--- config.mk ---
export PLATFORM = sky130hd
export DESIGN_NAME = batt_watch
export DESIGN_NICKNAME = d
export VERILOG_FILES = /design/src/rtl/batt_watch_pkg.sv /design/src/rtl/bw_interval.sv /design/src/rtl/bw_sequencer.sv /design/src/rtl/bw_result.sv /design/src/rtl/batt_watch.sv
export SDC_FILE = /design/constraint.sdc
export NUM_CORES = 1
export LEC_CHECK = 0
export BUFFER_PORTS_ARGS = -buffer_cell sky130_fd_sc_hd__buf_4
export CORE_MARGIN = 3
export CORE_UTILIZATION = 32
export DETAILED_ROUTE_END_ITERATION = 8
export MAX_ROUTING_LAYER = met4
export SLEW_MARGIN = 30
export SYNTH_ARGS = -nofsm -noshare
export SYNTH_HDL_FRONTEND = slang
export SYNTH_HIERARCHICAL = 1
export SYNTH_SLANG_ARGS = --single-unit
--- constraint.sdc ---
create_clock -name clk -period 5.4 [get_ports clk]
set_clock_uncertainty 0.05 [all_clocks]
set_input_delay 1.08 -clock clk [delete_from_list [all_inputs] [get_ports clk]]
set_output_delay 1.08 -clock clk [all_outputs]
set_load 0.02 [all_outputs]
--- src/rtl/batt_watch_pkg.sv ---
package batt_watch_pkg;

  typedef enum logic {CHK_IDLE, CHK_SETTLE} chk_state_e;

  typedef struct packed {
    logic low;
    logic suspect;
    logic periodic;
  } bw_flags_t;

  // Outcome of one sampled check given the flags held before it.
  function automatic bw_flags_t judge(bw_flags_t cur, logic below, logic from_pwrup);
    bw_flags_t n;
    if (!below) begin
      n = '0;
    end else begin
      n.low      = 1'b1;
      n.suspect  = cur.suspect | from_pwrup;
      n.periodic = ~from_pwrup;
    end
    return n;
  endfunction

  function automatic int cnt_width(int n);
    return (n > 1) ? $clog2(n) : 1;
  endfunction

endpackage

--- src/rtl/bw_interval.sv ---
module bw_interval #(
  parameter int TICKS_PER_CHECK = 86400
) (
  input  logic clk,
  input  logic rst_n,
  input  logic enable,
  input  logic tick,
  output logic due
);
  import batt_watch_pkg::*;

  localparam int CW = cnt_width(TICKS_PER_CHECK);
  localparam logic [CW-1:0] LAST = CW'(TICKS_PER_CHECK - 1);

  logic [CW-1:0] cnt;

  assign due = enable && tick && (cnt == LAST);

  always_ff @(posedge clk or negedge rst_n) begin
    if (!rst_n)       cnt <= '0;
    else if (!enable) cnt <= '0;
    else if (tick)    cnt <= due ? '0 : cnt + 1'b1;
  end

endmodule

--- src/rtl/bw_sequencer.sv ---
module bw_sequencer #(
  parameter int SETTLE_CYCLES = 16
) (
  input  logic clk,
  input  logic rst_n,
  input  logic supply_ok,
  input  logic start_pwrup,
  input  logic start_per,
  output logic sample_now,
  output logic kind_pwrup
);
  import batt_watch_pkg::*;

  localparam int SW = cnt_width(SETTLE_CYCLES);
  localparam logic [SW-1:0] LAST = SW'(SETTLE_CYCLES - 1);

  chk_state_e    state;
  logic [SW-1:0] cnt;

  assign sample_now = (state == CHK_SETTLE) && supply_ok && (cnt == LAST);

  always_ff @(posedge clk or negedge rst_n) begin
    if (!rst_n) begin
      state      <= CHK_IDLE;
      cnt        <= '0;
      kind_pwrup <= 1'b0;
    end else begin
      case (state)
        CHK_IDLE: begin
          if (supply_ok && (start_pwrup || start_per)) begin
            state      <= CHK_SETTLE;
            cnt        <= '0;
            kind_pwrup <= start_pwrup;
          end
        end
        default: begin
          if (!supply_ok || cnt == LAST) state <= CHK_IDLE;
          else                           cnt   <= cnt + 1'b1;
        end
      endcase
    end
  end

endmodule

--- src/rtl/bw_result.sv ---
module bw_result (
  input  logic clk,
  input  logic rst_n,
  input  logic sample_now,
  input  logic kind_pwrup,
  input  logic batt_below,
  output batt_watch_pkg::bw_flags_t flags
);
  import batt_watch_pkg::*;

  always_ff @(posedge clk or negedge rst_n) begin
    if (!rst_n)          flags <= '0;
    else if (sample_now) flags <= judge(flags, batt_below, kind_pwrup);
  end

endmodule

--- src/rtl/batt_watch.sv ---
module batt_watch #(
  parameter int TICKS_PER_CHECK = 86400,
  parameter int SETTLE_CYCLES   = 16
) (
  input  logic clk,
  input  logic rst_n,
  input  logic supply_ok,
  input  logic tick,
  input  logic batt_below,
  output logic batt_low_pull,
  output logic data_suspect,
  output logic low_periodic
);
  import batt_watch_pkg::*;

  logic      supply_q;
  logic      start_pwrup;
  logic      due;
  logic      sample_now;
  logic      kind_pwrup;
  bw_flags_t flags;

  always_ff @(posedge clk or negedge rst_n) begin
    if (!rst_n) supply_q <= 1'b0;
    else        supply_q <= supply_ok;
  end

  assign start_pwrup = supply_ok & ~supply_q;

  bw_interval #(.TICKS_PER_CHECK(TICKS_PER_CHECK)) u_interval (
    .clk(clk), .rst_n(rst_n), .enable(supply_ok), .tick(tick), .due(due)
  );

  bw_sequencer #(.SETTLE_CYCLES(SETTLE_CYCLES)) u_seq (
    .clk(clk), .rst_n(rst_n), .supply_ok(supply_ok),
    .start_pwrup(start_pwrup), .start_per(due),
    .sample_now(sample_now), .kind_pwrup(kind_pwrup)
  );

  bw_result u_res (
    .clk(clk), .rst_n(rst_n), .sample_now(sample_now),
    .kind_pwrup(kind_pwrup), .batt_below(batt_below), .flags(flags)
  );

  assign batt_low_pull = flags.low;
  assign data_suspect  = flags.suspect;
  assign low_periodic  = flags.periodic;

endmodule

==> results of run 1 <==
==> sequential cells by signal, summed over array words and instances (netlist names) <==
signal	flops
u_seq/state	1
u_seq/cnt	4
u_interval/cnt	17
u_res/flags	3
supply_q	1
u_seq/kind_pwrup	1
==> metal layers <==
layer / up-vias / routed length (um) / GRT usage (%)
met5: - / 0 / -
met4: 0 / 36 / 5.05
met3: 4 / 163 / 2.40
met2: 27 / 1530 / 21.6
met1: 638 / 1490 / 17.3
li1: 618 / - / -
==> power groups by stage <==
| stage | sequential (uW) | combinational, uW | clock (uW) |
|---|---|---|---|
| after floorplan | 231 | 36.4 | 0 |
| after global placement | 238 | 43.8 | 0 |
| after detailed placement | 239 | 45.8 | 0 |
| after CTS | 235 | 45.7 | 119 |
| after global routing | 239 | 51.3 | 127 |
| final | 235 | 45.2 | 111 |
==> synth_stat cells (2+ instances only) <==
library cell	instances
sky130_fd_sc_hd__a21oi_1	3
sky130_fd_sc_hd__a311o_1	2
sky130_fd_sc_hd__a31oi_1	7
sky130_fd_sc_hd__a32o_1	2
sky130_fd_sc_hd__and3_1	2
sky130_fd_sc_hd__clkbuf_1	3
sky130_fd_sc_hd__dfrtp_1	27
sky130_fd_sc_hd__ha_1	2
sky130_fd_sc_hd__inv_1	8
sky130_fd_sc_hd__mux2_4	2
sky130_fd_sc_hd__mux2i_1	2
sky130_fd_sc_hd__nand2_1	23
sky130_fd_sc_hd__nand2b_1	3
sky130_fd_sc_hd__nand3_1	13
sky130_fd_sc_hd__nand4_1	2
sky130_fd_sc_hd__nor2_1	9
sky130_fd_sc_hd__nor3_1	3
sky130_fd_sc_hd__nor4_1	6
sky130_fd_sc_hd__o211ai_1	3
sky130_fd_sc_hd__o21ai_0	2
sky130_fd_sc_hd__o21ai_1	4
sky130_fd_sc_hd__o21bai_1	2
sky130_fd_sc_hd__o221ai_1	2
sky130_fd_sc_hd__o311ai_1	2
sky130_fd_sc_hd__o31a_1	2
sky130_fd_sc_hd__or4_1	2
sky130_fd_sc_hd__or4b_1	2
sky130_fd_sc_hd__xnor2_1	3
==> worst max-delay path, delay by kind of cell, from the launching register on <==
family | cells | cell delay, ns
flops | 1 | 0.45
mux | 1 | 0.29
simple gates | 5 | 1.67
==> area by class of cell <==
type | count | area, um^2 | area share (%)
Inverter | 8 | 30.0 | 1.80
Tap cell | 52 | 65.1 | 3.91
Sequential cell | 27 | 676 | 40.6
Timing Repair Buffer | 7 | 52.6 | 3.16
Clock buffer | 4 | 45.0 | 2.70
Multi-Input combinational cell | 121 | 797 | 47.9
==> per-stage QoR <==
stage	power, uW	setup WS, ns	instances	cell area (um^2)
final	392	2.84	219	1670
after detailed placement	285	2.85	215	1620
after global placement	282	2.87	215	1620
after CTS	400	2.84	219	1670
after floorplan	268	2.91	161	1530
after global routing	418	2.75	219	1670
==> cells by family after synthesis <==
kind of cell / share of synthesized area [%]
AO/OA/AOI/OAI: 16.5
XOR/XNOR: 2.29
adder cells (fa/ha/maj): 1.64
buffers and inverters: 3.76
flip-flops: 44.2
multiplexers: 3.27
AND/OR/NAND/NOR: 28.4
==> final timing paths <==
path	cells after the start	slack, ns	from	end
setup reg to reg	6	2.84	u_interval/cnt[9]$_DFFE_PN0P_	u_seq/kind_pwrup$_DFFE_PN0P_
hold / removal	1	0.46	u_seq/cnt[0]$_DFFE_PN0P_	u_seq/cnt[0]$_DFFE_PN0P_
max in group asynchronous	1	4.38	rst_n	u_seq/cnt[3]$_DFFE_PN0P_
setup / recovery	6	2.84	u_interval/cnt[9]$_DFFE_PN0P_	u_seq/kind_pwrup$_DFFE_PN0P_
min in group asynchronous	1	0.66	rst_n	u_interval/cnt[12]$_DFFE_PN0P_
hold reg to reg	1	0.46	u_seq/cnt[0]$_DFFE_PN0P_	u_seq/cnt[0]$_DFFE_PN0P_
==> results.rst, run 1 <==
.. list-table::
   :header-rows: 1

   * - Metric
     - Value
   * - Vias
     - 1,287
   * - Time the worst path needs with I/O delays and setup
     - about 2.6 ns
   * - Antenna diode count
     - 0
   * - Placeable core region
     - between 0.004 and 0.005 mm^2
   * - Number of nets in the finished design
     - around 180
   * - Worst Path Required
     - 5.51 ns
   * - Power per cell area
     - between 200 and 250 mW/mm^2
   * - Library cell with the largest summed area after synthesis
     - sky130_fd_sc_hd__dfrtp_1
   * - WS Path Type
     - flop to flop
   * - Synthesized instance count
     - between 150 and 200
   * - Estimated wirelength of the detail-placed design
     - ~2300 um
   * - Crit. End Element
     - flop
   * - Switching Fraction
     - 25.8%
   * - WL final
     - between 3000 and 4000 um
   * - Total standard cell area after synthesis
     - roughly 0.0015 mm^2
   * - Internal power component
     - about 290 uW
   * - Crit path top cell by count
     - sky130_fd_sc_hd__nor2_1
   * - Max-slew violations
     - 0
   * - Vias/cell
     - between 5 and 6
   * - Count of instances resized after the clock tree is built
     - 0
   * - Logic gate share of total power
     - 11.5%
   * - Wire length of the first global-routing pass
     - slightly below 6000 um
   * - Period utilisation layout
     - between 40% and 50%
   * - Setup bufs post-CTS
     - 0
   * - Library cell contributing the largest single delay on the critical path
     - sky130_fd_sc_hd__or4_4
   * - Flop pwr share
     - approximately 60%
   * - DRC errors left
     - 0
   * - Remaining global-route overflow
     - 0
   * - Maximum clock path buffer count
     - 2
   * - Top-level port count
     - 8
   * - Tightest Pin Transition
     - between 0.7 and 0.8 ns
   * - Post-layout utilization of the core
     - about 37%
   * - Latest clock arrival within the worst-skew pair
     - approximately 0.27 ns
   * - Input/output buffers
     - 7
   * - Number of buffers inserted by hold repair at cts
     - 0
   * - Antenna violations before repair
     - 0
   * - Count of TritonRoute iterations in the first routing pass
     - 4
   * - Chain of cells forming the critical path
     - or4b_4 -> or4_4 -> nor2_1 -> nor2_1 -> or2_4 -> mux2_4
   * - Count of flip-flops with a built-in enable after synthesis
     - 0
   * - Initial Util
     - 34.2%
   * - Number of clock sinks
     - 27
   * - Die area
     - roughly 0.0056 mm^2
   * - Standard-cell rows
     - 24
   * - Register clock-pin slew on the reported worst setup and hold paths
     - around 0.080 ns
   * - Vias in the first global route
     - ~1,200
   * - Arrival time worst endpoint
     - around 2.7 ns
   * - Fin. Hold Viols
     - 0
   * - Maximum resistive drop on vdd
     - just over 0.1 mV
   * - Net count after synthesis
     - 168
   * - Clock network power share
     - between 20% and 30%
   * - Setup violation total in the final timing report
     - 0
   * - Synth Warn #
     - 6
   * - Htree depth
     - 1
   * - Buffer cell driving the clock tree root
     - sky130_fd_sc_hd__clkbuf_8
   * - Largest cells by area after synthesis
     - sky130_fd_sc_hd__dfrtp_1 44%, sky130_fd_sc_hd__nand2_1 5.6%, sky130_fd_sc_hd__nand3_1 4.3%, sky130_fd_sc_hd__a31oi_1 2.9%, sky130_fd_sc_hd__nor4_1 2.5%
   * - Area share of the largest cell type after synthesis
     - between 40% and 50%
   * - GPL Wtd Cong
     - around 0.84
   * - Overall Global Routing Usage
     - a little over an eighth
   * - Fillers
     - roughly 460
   * - Distinct cells, synth
     - 46
   * - Antenna viol nets, final
     - 0
   * - Number of synthesized register bits
     - 27
   * - Largest stage delay on the critical path
     - around 0.64 ns
   * - Layout cells sized above 1
     - around 11%
   * - Mean area per synthesized cell
     - approximately 9.5 um^2
   * - Unrepaired setup endpoints after global routing
     - no
   * - Die extent in x
     - ~75 um
   * - Top FF cell, synth
     - sky130_fd_sc_hd__dfrtp_1
   * - Share of synthesized area occupied by flip-flops and latches
     - around 44%
   * - Pin count of the biggest net entering global routing
     - 28
   * - Run status
     - finished, final reports clean
   * - DIE HEIGHT
     - approximately 75 um
   * - DR iter-0 viols
     - 108
   * - Achievable Freq
     - 390 MHz
   * - Type of element launching the critical path
     - flop
   * - Leading cell type in the layout, fill and taps excluded
     - sky130_fd_sc_hd__dfrtp_1
   * - Area growth from synthesis to layout
     - 8.83%
   * - Worst Path Max Fanout
     - 11
   * - TritonCTS clock tree
     - built
   * - Setup tns final
     - 0 ns
   * - Most frequent cells in the layout
     - 27 x sky130_fd_sc_hd__dfrtp_1, 23 x sky130_fd_sc_hd__nand2_1, 13 x sky130_fd_sc_hd__nand3_1, 9 x sky130_fd_sc_hd__nor2_1, 8 x sky130_fd_sc_hd__inv_1
   * - Number of max-capacitance violations reported
     - 0
   * - Fin Hold WS
     - about 0.46 ns
   * - Routed WL per cell
     - between 10 and 15 um
   * - Switching power
     - slightly above 100 uW
   * - Number of buffers added by the clock tree synthesis step
     - 3
   * - Fraction of synthesis flops using an asynchronous set or reset pin
     - 100%
   * - Path type of the worst min-delay path
     - flop to flop
   * - Leakage
     - around 0.00065 uW
   * - Max-slew headroom at the worst pin
     - around half
Power figures use the tool's default switching activity.
==> inputs of run 2 (changes only) <==
- clock period: 5.4 -> 2.2 ns (I/O delays scaled with it)
==> run 2 against run 1 <==
The run now ends with setup timing left. Final area is 12% higher. Global-route usage increased by 1.4 points. Sequential share of layout area fell by 4.4 points. Via count rose by 5.9%. Worst hold slack lost 0.45 ns. Critical path type unchanged. Critical endpoint unchanged.
==> results.rst, run 2 (same netlist as run 1, synthesis figures left out) <==
.. list-table::
   :header-rows: 1

   * - Metric
     - Value
   * - Number of buffers inserted by hold repair at cts
     - 0
   * - TritonCTS clock tree
     - built
   * - Overall Global Routing Usage
     - between 10% and 20%
   * - Routed WL per cell
     - around 15 um
   * - Max-slew violations
     - 0
   * - Number of clock sinks
     - 27
   * - Setup violation total in the final timing report
     - 2
   * - Flip-flop count of the largest register after layout
     - 17
   * - Tightest Pin Transition
     - between 0.4 and 0.5 ns
   * - Register clock-pin slew on the reported worst setup and hold paths
     - about 0.090 ns
   * - Library cell contributing the largest single delay on the critical path
     - sky130_fd_sc_hd__or4b_4
   * - Type of element launching the critical path
     - flop
   * - Top-level port count
     - 8
   * - Standard-cell rows
     - 24
   * - Switching power
     - ~280 uW
   * - Switching Fraction
     - 27.7%
   * - Leading cell type in the layout, fill and taps excluded
     - sky130_fd_sc_hd__buf_4
   * - Fin. Hold Viols
     - 0
   * - Number of nets in the finished design
     - between 150 and 200
   * - Antenna violations before repair
     - 0
   * - Largest reg by FF count
     - u_interval/cnt
   * - Estimated wirelength of the detail-placed design
     - about 2600 um
   * - Area growth from synthesis to layout
     - 22.0%
   * - Maximum resistive drop on vdd
     - 0.252 mV
   * - DR iter-0 viols
     - about 70
   * - Power per cell area
     - 542 mW/mm^2
   * - Leakage
     - roughly 0.00076 uW
   * - Period utilisation layout
     - 106%
   * - Initial Util
     - about a third
   * - Most frequent cells in the layout
     - 29 x sky130_fd_sc_hd__buf_4, 27 x sky130_fd_sc_hd__dfrtp_1, 23 x sky130_fd_sc_hd__nand2_1, 13 x sky130_fd_sc_hd__nand3_1
   * - Pin count of the biggest net entering global routing
     - 28
   * - DIE HEIGHT
     - 75.2 um
   * - Layout cells sized above 1
     - between 20% and 30%
   * - Worst Slack Setup Final
     - -0.124 ns
   * - Die area
     - approximately 0.0056 mm^2
   * - Latest clock arrival within the worst-skew pair
     - 0.27 ns
   * - Input/output buffers
     - 7
   * - Max-slew headroom at the worst pin
     - a little over two thirds
   * - Vias/cell
     - about 5.7
   * - Crit. End Element
     - flop
   * - Arrival time worst endpoint
     - 2.44 ns
   * - Flop pwr share
     - 57.1%
   * - Worst Path Required
     - roughly 2.3 ns
   * - Run status
     - complete, but fails checks
   * - Post-detailed-placement cell area
     - 0.00177 mm^2
   * - Achievable Freq
     - between 400 and 500 MHz
   * - Number of max-capacitance violations reported
     - 0
   * - Biggest registers after layout
     - u_interval/cnt (17), u_seq/cnt (4), u_res/flags (3)
   * - Path type of the worst min-delay path
     - input port to asynchronous set/reset pin
   * - Logic gate share of total power
     - ~14%
   * - Die extent in x
     - approximately 75 um
   * - Remaining global-route overflow
     - 0
   * - Htree depth
     - 1
   * - WS Path Type
     - flop to flop
   * - DRC errors left
     - 0
   * - Clock network power share
     - between 20% and 30%
   * - Count of TritonRoute iterations in the first routing pass
     - 4
   * - Antenna viol nets, final
     - 0
   * - Buffer cell driving the clock tree root
     - sky130_fd_sc_hd__clkbuf_8
   * - Maximum clock path buffer count
     - 2
   * - Vias
     - 1,363
   * - Placeable core region
     - roughly 0.0045 mm^2
   * - GPL Wtd Cong
     - roughly 0.89
   * - Vias in the first global route
     - 1,401
   * - Power after layout
     - 1010 uW
   * - Antenna diode count
     - 0
   * - Unrepaired setup endpoints after global routing
     - yes
   * - Wire length of the first global-routing pass
     - 6370 um
   * - Post-route cell area
     - between 0.0015 and 0.002 mm^2
   * - Number of buffers added by the clock tree synthesis step
     - 3
   * - Time the worst path needs with I/O delays and setup
     - ~2.3 ns
   * - Failing checks
     - setup timing
   * - Chain of cells forming the critical path
     - or4b_4 -> or4_4 -> nor2_2 -> nor2_1 -> or2_4 -> mux2_4
   * - Internal power component
     - ~730 uW
   * - WL final
     - 3660 um
   * - Worst Path Max Fanout
     - 2
   * - Largest stage delay on the critical path
     - approximately 0.55 ns
## run 2: area by class of cell
class	count	area, um^2
clock buffers	3	41.3
multi-input cells	121	830
flip-flops and latches	27	676
fillers	428	2610
clock inverters	1	7.51
well taps	52	65.1
repair buffers	29	218
inverters	8	30.0
## run 2: power by group through the flow
stage               sequential [uW]  combinational (uW)  clock, uW
detailed placement              585                 129          0
global route                    585                 163        328
floorplan                       568                89.4          0
global placement                581                 122          0
CTS                             575                 144        306
finish                          578                 146        288
## run 2: layer usage
layer	part of all wire [%]	vias to the layer above	GRT usage, %	wire [um]
li1	-	661	-	-
met1	47	670	18.5	1730
met2	48	27	23.8	1750
met3	3.3	5	3.20	122
met4	1.4	0	6.02	51
met5	0	-	-	0
## run 2: path summary, 6_finish.rpt
check / slack, ns / start / endpoint / cells past startpoint
min: 0.01 / rst_n / u_interval/cnt[13]$_DFFE_PN0P_ / 1
max in group asynchronous: 1.84 / rst_n / u_seq/cnt[0]$_DFFE_PN0P_ / 1
min reg2reg: 0.47 / u_res/flags[2]$_DFFE_PN0P_ / u_res/flags[2]$_DFFE_PN0P_ / 1
max: -0.12 / u_interval/cnt[7]$_DFFE_PN0P_ / u_seq/kind_pwrup$_DFFE_PN0P_ / 6
max reg2reg: -0.12 / u_interval/cnt[7]$_DFFE_PN0P_ / u_seq/kind_pwrup$_DFFE_PN0P_ / 6
min in group clk: 0.35 / supply_ok / supply_q$_DFF_PN0_ / 1
## run 2: repair_timing
| item | CTS | global route |
|---|---|---|
| endpoints found under the setup margin | 5 | 5 |
| pin swaps | 1 | 2 |
| resized for setup | 6 | 0 |
| setup buffers | 1 | 2 |
## run 2: worst max-delay path, delay by kind of cell (launching register included)
family / cells / cell delay [ns]
flops: 1 / 0.39
mux: 1 / 0.30
simple gates: 5 / 1.47
## run 2: per-stage QoR
| step | hold slack (ns) | TNS [ns] | std cells | utilization [%] | worst slack [ns] |
|---|---|---|---|---|---|
| 6_report | 0.0110 | -0.203 | 241 | 41.7 | -0.124 |
| 5_1_grt | 0.0210 | -0.375 | 241 | 41.7 | -0.154 |
| 4_1_cts | 0.0138 | -0.222 | 239 | 41.4 | -0.132 |
| 3_5_place_dp | 0.327 | -0.516 | 234 | 39.5 | -0.149 |
| 3_3_place_gp | 0.321 | -0.276 | 234 | 39.5 | -0.116 |
| 2_1_floorplan | 0.0944 | -0.486 | 161 | - | -0.249 |
